File: src/rtl/sinc4_pkg.sv
package sinc4_pkg;

    localparam int ORDER  = 4;
    localparam int CODE_W = 20;

    typedef logic signed [CODE_W-1:0] code_t;

    localparam code_t CODE_MAX = 20'sh7FFFF;
    localparam code_t CODE_MIN = 20'sh80000;

    // word handed to the output port
    typedef struct packed {
        logic  valid;
        code_t code;
    } word_t;

    // outcome of the range check in the scaler
    typedef enum logic [1:0] {
        SAT_NONE,
        SAT_HIGH,
        SAT_LOW
    } sat_e;

    // bits needed so that integrators never lose information modulo 2^W
    function automatic int acc_width(input int ratio);
        return ORDER * $clog2(ratio) + 1;
    endfunction

    // rounded 2^(shift+CODE_W-1) / ratio^ORDER
    function automatic logic [127:0] cic_gain(input int ratio, input int shift);
        logic [127:0] dc;
        logic [127:0] num;
        dc = 128'd1;
        for (int i = 0; i < ORDER; i++) begin
            dc = dc * 128'(ratio);
        end
        num = 128'd1 << (shift + CODE_W - 1);
        return (num + (dc >> 1)) / dc;
    endfunction

endpackage

File: src/rtl/cic_integrators.sv
module cic_integrators
    import sinc4_pkg::*;
#(
    parameter int ACC_W = 57
) (
    input  logic                    clk,
    input  logic                    rst,
    input  logic                    en,
    input  logic                    bit_in,
    output logic signed [ACC_W-1:0] acc_out
);

    logic signed [ACC_W-1:0] step;
    assign step = bit_in ? ACC_W'(1) : '1;

    for (genvar s = 0; s < ORDER; s++) begin : g_stage
        logic signed [ACC_W-1:0] acc;
        logic signed [ACC_W-1:0] addend;
        if (s == 0) begin : g_first
            assign addend = step;
        end else begin : g_next
            assign addend = g_stage[s-1].acc;
        end
        always_ff @(posedge clk) begin
            if (rst) begin
                acc <= '0;
            end else if (en) begin
                acc <= acc + addend;   // modulo 2^ACC_W by design
            end
        end
    end

    assign acc_out = g_stage[ORDER-1].acc;

    // idle cycles must not move the filter state
    p_idle_hold_r6: assert property (@(posedge clk) disable iff (rst)
        !en |=> $stable(acc_out));

endmodule

File: src/rtl/cic_combs.sv
module cic_combs
    import sinc4_pkg::*;
#(
    parameter int ACC_W = 57
) (
    input  logic                    clk,
    input  logic                    rst,
    input  logic                    tick,
    input  logic signed [ACC_W-1:0] din,
    output logic signed [ACC_W-1:0] dout,
    output logic                    dout_valid
);

    for (genvar s = 0; s < ORDER; s++) begin : g_stage
        logic signed [ACC_W-1:0] stage_in;
        logic signed [ACC_W-1:0] held;
        logic signed [ACC_W-1:0] diff;
        if (s == 0) begin : g_first
            assign stage_in = din;
        end else begin : g_next
            assign stage_in = g_stage[s-1].diff;
        end
        assign diff = stage_in - held;
        always_ff @(posedge clk) begin
            if (rst) begin
                held <= '0;
            end else if (tick) begin
                held <= stage_in;
            end
        end
    end

    always_ff @(posedge clk) begin
        if (rst) begin
            dout       <= '0;
            dout_valid <= 1'b0;
        end else begin
            dout_valid <= tick;
            if (tick) begin
                dout <= g_stage[ORDER-1].diff;
            end
        end
    end

    p_comb_single_r4: assert property (@(posedge clk) disable iff (rst)
        dout_valid |=> !dout_valid);

endmodule

File: src/rtl/cic_scale_sat.sv
module cic_scale_sat
    import sinc4_pkg::*;
#(
    parameter int                ACC_W  = 57,
    parameter int                GAIN_W = 24,
    parameter int                SHIFT  = 56,
    parameter logic [GAIN_W-1:0] GAIN   = '0
) (
    input  logic                    clk,
    input  logic                    rst,
    input  logic                    in_valid,
    input  logic                    keep,
    input  logic signed [ACC_W-1:0] din,
    output word_t                   word
);

    localparam int PROD_W = ACC_W + GAIN_W + 1;
    localparam logic signed [GAIN_W:0]   GAIN_S = {1'b0, GAIN};
    localparam logic signed [PROD_W-1:0] HI     = PROD_W'(CODE_MAX);
    localparam logic signed [PROD_W-1:0] LO     = PROD_W'(CODE_MIN);

    logic signed [PROD_W-1:0] prod;
    logic signed [PROD_W-1:0] scaled;
    sat_e                     sat;
    logic                     deliver;

    assign prod    = PROD_W'(din) * PROD_W'(GAIN_S);
    assign scaled  = prod >>> SHIFT;
    assign deliver = in_valid & keep;

    always_comb begin
        if (scaled > HI) begin
            sat = SAT_HIGH;
        end else if (scaled < LO) begin
            sat = SAT_LOW;
        end else begin
            sat = SAT_NONE;
        end
    end

    always_ff @(posedge clk) begin
        if (rst) begin
            word <= '0;
        end else begin
            word.valid <= deliver;
            if (deliver) begin
                unique case (sat)
                    SAT_HIGH: word.code <= CODE_MAX;
                    SAT_LOW:  word.code <= CODE_MIN;
                    default:  word.code <= code_t'(scaled);
                endcase
            end
        end
    end

    // sign of the filter value survives into the code (no wrap)
    p_no_wrap_r3: assert property (@(posedge clk) disable iff (rst)
        word.valid |-> (($past(din) >= 0) == (word.code[CODE_W-1] == 1'b0)));

    p_hold_r9: assert property (@(posedge clk) disable iff (rst)
        !word.valid |-> $stable(word.code));

endmodule

File: src/rtl/sinc4_decimator.sv
module sinc4_decimator
    import sinc4_pkg::*;
#(
    parameter int DECIM = 15360
) (
    input  logic        clk,
    input  logic        rst,
    input  logic        mod_bit,
    input  logic        mod_en,
    output logic [19:0] result,
    output logic        result_valid
);

    localparam int           ACC_W     = acc_width(DECIM);
    localparam int           SHIFT     = ACC_W - 1;
    localparam int           GAIN_W    = CODE_W + ORDER;
    localparam logic [127:0] GAIN_FULL = cic_gain(DECIM, SHIFT);
    localparam logic [GAIN_W-1:0] GAIN = GAIN_FULL[GAIN_W-1:0];
    localparam int           PHASE_W   = $clog2(DECIM);
    localparam int           FILL_W    = $clog2(ORDER);
    localparam int           SEEN_MAX  = ORDER * DECIM;
    localparam int           SEEN_W    = $clog2(SEEN_MAX + 1);

    logic [PHASE_W-1:0]      phase;
    logic                    tick_q;
    logic [FILL_W-1:0]       fill;
    logic                    keep;
    logic signed [ACC_W-1:0] integ_out;
    logic signed [ACC_W-1:0] comb_out;
    logic                    comb_valid;
    word_t                   word;

    // decimation phase over accepted samples
    always_ff @(posedge clk) begin
        if (rst) begin
            phase  <= '0;
            tick_q <= 1'b0;
        end else begin
            tick_q <= mod_en && (phase == PHASE_W'(DECIM - 1));
            if (mod_en) begin
                phase <= (phase == PHASE_W'(DECIM - 1)) ? '0 : phase + 1'b1;
            end
        end
    end

    // drop the words produced while the filter is still filling
    always_ff @(posedge clk) begin
        if (rst) begin
            fill <= '0;
        end else if (comb_valid && !keep) begin
            fill <= fill + 1'b1;
        end
    end
    assign keep = (fill == FILL_W'(ORDER - 1));

    cic_integrators #(.ACC_W(ACC_W)) u_integ (
        .clk    (clk),
        .rst    (rst),
        .en     (mod_en),
        .bit_in (mod_bit),
        .acc_out(integ_out)
    );

    cic_combs #(.ACC_W(ACC_W)) u_comb (
        .clk       (clk),
        .rst       (rst),
        .tick      (tick_q),
        .din       (integ_out),
        .dout      (comb_out),
        .dout_valid(comb_valid)
    );

    cic_scale_sat #(
        .ACC_W (ACC_W),
        .GAIN_W(GAIN_W),
        .SHIFT (SHIFT),
        .GAIN  (GAIN)
    ) u_scale (
        .clk     (clk),
        .rst     (rst),
        .in_valid(comb_valid),
        .keep    (keep),
        .din     (comb_out),
        .word    (word)
    );

    assign result       = word.code;
    assign result_valid = word.valid;

    // accepted-sample count since reset, for the settling check only
    logic [SEEN_W-1:0] seen;
    always_ff @(posedge clk) begin
        if (rst) begin
            seen <= '0;
        end else if (mod_en && seen != SEEN_W'(SEEN_MAX)) begin
            seen <= seen + 1'b1;
        end
    end

    p_no_early_valid_r5: assert property (@(posedge clk) disable iff (rst)
        result_valid |-> (seen == SEEN_W'(SEEN_MAX)));

    p_valid_pulse_r4: assert property (@(posedge clk) disable iff (rst)
        result_valid |=> !result_valid);

    p_reset_state_r7: assert property (@(posedge clk)
        rst |=> (!result_valid && result == '0));

endmodule

File: config.mk
export PLATFORM = sky130hd
export DESIGN_NAME = sinc4_decimator
export DESIGN_NICKNAME = d
export VERILOG_FILES = /design/src/rtl/sinc4_pkg.sv /design/src/rtl/cic_integrators.sv /design/src/rtl/cic_combs.sv /design/src/rtl/cic_scale_sat.sv /design/src/rtl/sinc4_decimator.sv
export SDC_FILE = /design/constraint.sdc
export NUM_CORES = 2
export LEC_CHECK = 0
export BUFFER_PORTS_ARGS = -buffer_cell sky130_fd_sc_hd__buf_2
export CORE_UTILIZATION = 40
export DETAILED_ROUTE_END_ITERATION = 10
export PLACE_DENSITY = 0.57
export SLEW_MARGIN = 20
export SYNTH_ARGS = -nofsm -noshare
export SYNTH_HDL_FRONTEND = slang
export SYNTH_HIERARCHICAL = 1
export SYNTH_SLANG_ARGS = --single-unit
File: constraint.sdc
create_clock -name clk -period 26.9 [get_ports clk]
set_input_delay 4.035 -clock clk [delete_from_list [all_inputs] [get_ports clk]]
set_output_delay 4.035 -clock clk [all_outputs]
set_load 0.005 [all_outputs]
==> Implementation_results.wiki <==
{| class="wikitable"
! Metric !! Value
|-
| Status || completed
|-
| Post-synth cell types || 123
|-
| Clock H-tree levels || 3
|-
| Mapped Area || 66100 µm²
|-
| Most common flop cell mapped by yosys || sky130_fd_sc_hd__dfxtp_1
|-
| Top cells by count, synth || sky130_fd_sc_hd__inv_1, sky130_fd_sc_hd__ha_1, sky130_fd_sc_hd__nor2_1, sky130_fd_sc_hd__a21oi_1, sky130_fd_sc_hd__fa_1
|-
| Slowest-stage cell, CP || sky130_fd_sc_hd__a221oi_1
|-
| Type of the most critical hold path || flop to flop
|-
| # DRC || 0
|-
| Number of enable-type register cells in the synthesized netlist || 0
|-
| Data arrival, critical path || 10600 ps
|-
| Yosys top cell by area || sky130_fd_sc_hd__fa_1
|-
| Cells taking the most area after synthesis || sky130_fd_sc_hd__fa_1, sky130_fd_sc_hd__dfxtp_1, sky130_fd_sc_hd__ha_1, sky130_fd_sc_hd__inv_1, sky130_fd_sc_hd__mux2i_1
|-
| Largest net degree at the start of global routing || 169
|-
| Number of placed I/O pins || 25
|-
| Sum Neg Setup Slack || 0 ps
|-
| Final Worst Setup Slack || 16850 ps
|-
| Height of the die || 408 µm
|-
| Site row count || 148
|-
| Fraction of power consumed by sequential logic || 0.094
|-
| Reported net switching power || 4.99 mW
|-
| Root Driver || sky130_fd_sc_hd__clkbuf_16
|-
| Buffer and inverter count on the worst path || 0
|-
| Die outline area || 167000 µm²
|-
| Die boundary width || 408 µm
|-
| Starting utilization of the core area || 0.405
|-
| Least-Margin Pin Slew || 1070 ps
|-
| Vias in the first global route || 52100
|-
| Antenna violations before repair || 1
|-
| Share of post-route cells with drive strength above 1 || 0.0358
|-
| Worst IR Drop VDD || 0.173 mV
|-
| GPL Wtd Cong || 0.886
|-
| CP most frequent cell || sky130_fd_sc_hd__a21o_1
|-
| Growth of design area from synthesis to finish || 6.77%
|-
| Worst Clk Skew || 47.8 ps
|-
| Cell family contributing the most delay on the critical path || compound AO/OA/AOI/OAI gates
|-
| Classification of the worst setup path || flop to flop
|-
| Number of gates resized after cts || 0
|-
| Worst path required time || 27440 ps
|-
| Share of the clock period used by the worst path || 0.374
|-
| Max stage delay on crit path || 400 ps
|-
| Setup repair after global routing missed its margin || no
|-
| Number of clock buffers inserted by TritonCTS || 71
|-
| TritonCTS clock tree || done
|-
| Met3 routing resource usage after global routing || 0.0208
|-
| Portion of total power attributed to combinational logic || 0.801
|-
| Synth Warn # || 6
|-
| Cells after synthesis || 7930
|-
| WL final || 161000 µm
|-
| Post-route antenna net violation count || 0
|-
| Sequential area share after synthesis || 0.167
|-
| Final hold violation count || 0
|-
| GR Util All Layers || 0.191
|-
| Clock sink total || 552
|-
| Number of buffers added for setup after CTS || 0
|-
| Post-CTS Hold Buffers || 0
|-
| Clk Latency, worst-skew pair || 670 ps
|-
| Buffer levels on the longest clock path || 3
|-
| Via Count || 51800
|-
| Count of buffers inserted at the top-level ports || 24
|-
| Pleak || 34.2 nW
|-
| Clock slew at reported path FFs || 50 ps
|-
| Vias/cell || 5.18
|-
| Kind of end point of the critical path || flop
|-
| Yosys top cell area share || 0.168
|-
| First-pass GRT wire length || 267000 µm
|-
| Internal power || 4.66 mW
|-
| Sum of net half-perimeters after detailed placement || 129000 µm
|-
| Async S/R FF share, synth || 0
|-
| Highest net fanout along the worst path || 7
|-
| Power per cell area || 137 nW/µm²
|-
| Mean Syn Cell Area || 8.33 µm²
|-
| Avg WL per Cell || 16.1 µm
|-
| # Max-Cap Violations || 0
|-
| Number of synthesized register bits || 552
|-
| Part of the total power dissipated in the clock network || 0.104
|-
| Period minus WS final || 10050 ps
|-
| Busiest grt layer || met2
|-
| Switching share of total power || 0.517
|-
| First-pass iteration count of the detailed router || 6
|-
| Fillcell total || 16400
|-
| Synthesized Nets || 9281
|-
| # diodes || 0
|-
| Placement-stage worst setup slack || 16950 ps
|-
| Most frequently used cell type in the post-synthesis netlist || sky130_fd_sc_hd__inv_1
|-
| Global-route congestion overflow total || 0
|-
| Global-route track usage on met2 || 0.326
|-
| Normalized max-slew margin || 0.277
|-
| Total Nets Final || 9124
|-
| Max Clk Rate || 0.0995 GHz
|-
| Final-report setup violation count || 0
|-
| CORE AREA || 163000 µm²
|-
| Nature of the critical path startpoint || flop
|-
| M1 GR Usage || 0.252
|-
| Number of DRC markers in iteration 0 || 2489
|-
| Final count of pins violating max slew || 0
|}
[logic make-up (layout without fill, tap and decap cells)]
kind of cell / after synthesis / after routing / share of synthesized area
compound gates: 1884 / 1884 / 0.188
simple gates: 1847 / 1847 / 0.129
buf+inv: 1507 / 1404 / 0.0867
fa+ha+maj: 1347 / 1347 / 0.318
flops: 552 / 552 / 0.167
xor+xnor: 467 / 467 / 0.0622
mux: 326 / 326 / 0.0494
[flip-flops by register name (all words and copies together) (netlist names)]
name,flops
u_comb/dout_valid,1
u_comb/g_stage.held,228
phase,14
u_integ/acc_out,57
tick_q,1
u_integ/g_stage.acc,171
u_scale/word,21
fill,2
u_comb/dout,57
[per-stage QoR]
stage / area (µm²) / std cells / power (mW) / hold slack [ps] / util
floorplan: 66100 / 7930 / 7.04 / 426 / -
detailed placement: 68100 / 9875 / 8.61 / 448 / 0.417
finish: 70600 / 10000 / 9.65 / 458 / 0.432
global route: 70600 / 10000 / 10.7 / 472 / 0.432
CTS: 70600 / 10000 / 9.66 / 460 / 0.432
global placement: 68100 / 9875 / 8.56 / 433 / 0.417
[cells in the final DEF, fill, tap and decap left out, types with 22 or more instances in the layout]
cell / n
sky130_fd_sc_hd__nor3_1: 88
sky130_fd_sc_hd__clkbuf_8: 23
sky130_fd_sc_hd__nand2b_1: 47
sky130_fd_sc_hd__and2_1: 35
sky130_fd_sc_hd__o21ai_0: 238
sky130_fd_sc_hd__nand4_1: 117
sky130_fd_sc_hd__ha_1: 794
sky130_fd_sc_hd__clkbuf_16: 72
sky130_fd_sc_hd__xor2_1: 194
sky130_fd_sc_hd__buf_2: 22
sky130_fd_sc_hd__or3_1: 24
sky130_fd_sc_hd__and3_1: 46
sky130_fd_sc_hd__xnor2_1: 271
sky130_fd_sc_hd__nor2_1: 655
sky130_fd_sc_hd__a21oi_1: 581
sky130_fd_sc_hd__inv_1: 1227
sky130_fd_sc_hd__o31ai_1: 23
sky130_fd_sc_hd__dfxtp_1: 551
sky130_fd_sc_hd__fa_1: 553
sky130_fd_sc_hd__o21a_1: 66
sky130_fd_sc_hd__nand2_1: 527
sky130_fd_sc_hd__o211ai_1: 26
sky130_fd_sc_hd__a21o_1: 309
sky130_fd_sc_hd__nor2b_1: 57
sky130_fd_sc_hd__mux2i_1: 323
sky130_fd_sc_hd__a211oi_1: 70
sky130_fd_sc_hd__a22o_1: 29
sky130_fd_sc_hd__o21bai_1: 89
sky130_fd_sc_hd__nand3_1: 135
sky130_fd_sc_hd__a31oi_1: 52
sky130_fd_sc_hd__o21ai_1: 118
[routing by layer]
layer / part of all wire / vias up
met5: 0 / -
met4: 0.030 / 0
met3: 0.029 / 223
met2: 0.47 / 732
met1: 0.48 / 24200
li1: - / 26700
[final cells by class]
class                   instances  area [µm²]  share of cell area
repair buffers                 46         330             0.00468
clock inverters                21         339             0.00481
flip-flops and latches        552       11100               0.157
multi-input cells            5871       49300               0.699
well taps                    2175        2720              0.0386
clock buffers                 106        2160              0.0306
inverters                    1231        4620              0.0655
[final timing paths]
kind,start,depth (start not counted),slack (ps),endpoint
setup / recovery,u_integ/acc_out[6],48,16850,u_comb/dout[56]
hold / removal,u_comb/g_stage[2].held[51],1,460,u_comb/g_stage[2].held[51]
setup reg to reg,u_integ/acc_out[6],48,16850,u_comb/dout[56]
hold reg to reg,u_comb/g_stage[2].held[51],1,460,u_comb/g_stage[2].held[51]
[power by group through the flow]
stage          clock (mW)  sequential (mW)  combinational, mW
4_1_cts              1.05            0.911               7.70
3_3_place_gp            0            0.927               7.63
2_1_floorplan           0            0.908               6.13
3_5_place_dp            0            0.928               7.68
5_1_grt              1.08            0.918               8.68
6_report             1.01            0.911               7.73
Power figures use the tool's default switching activity.
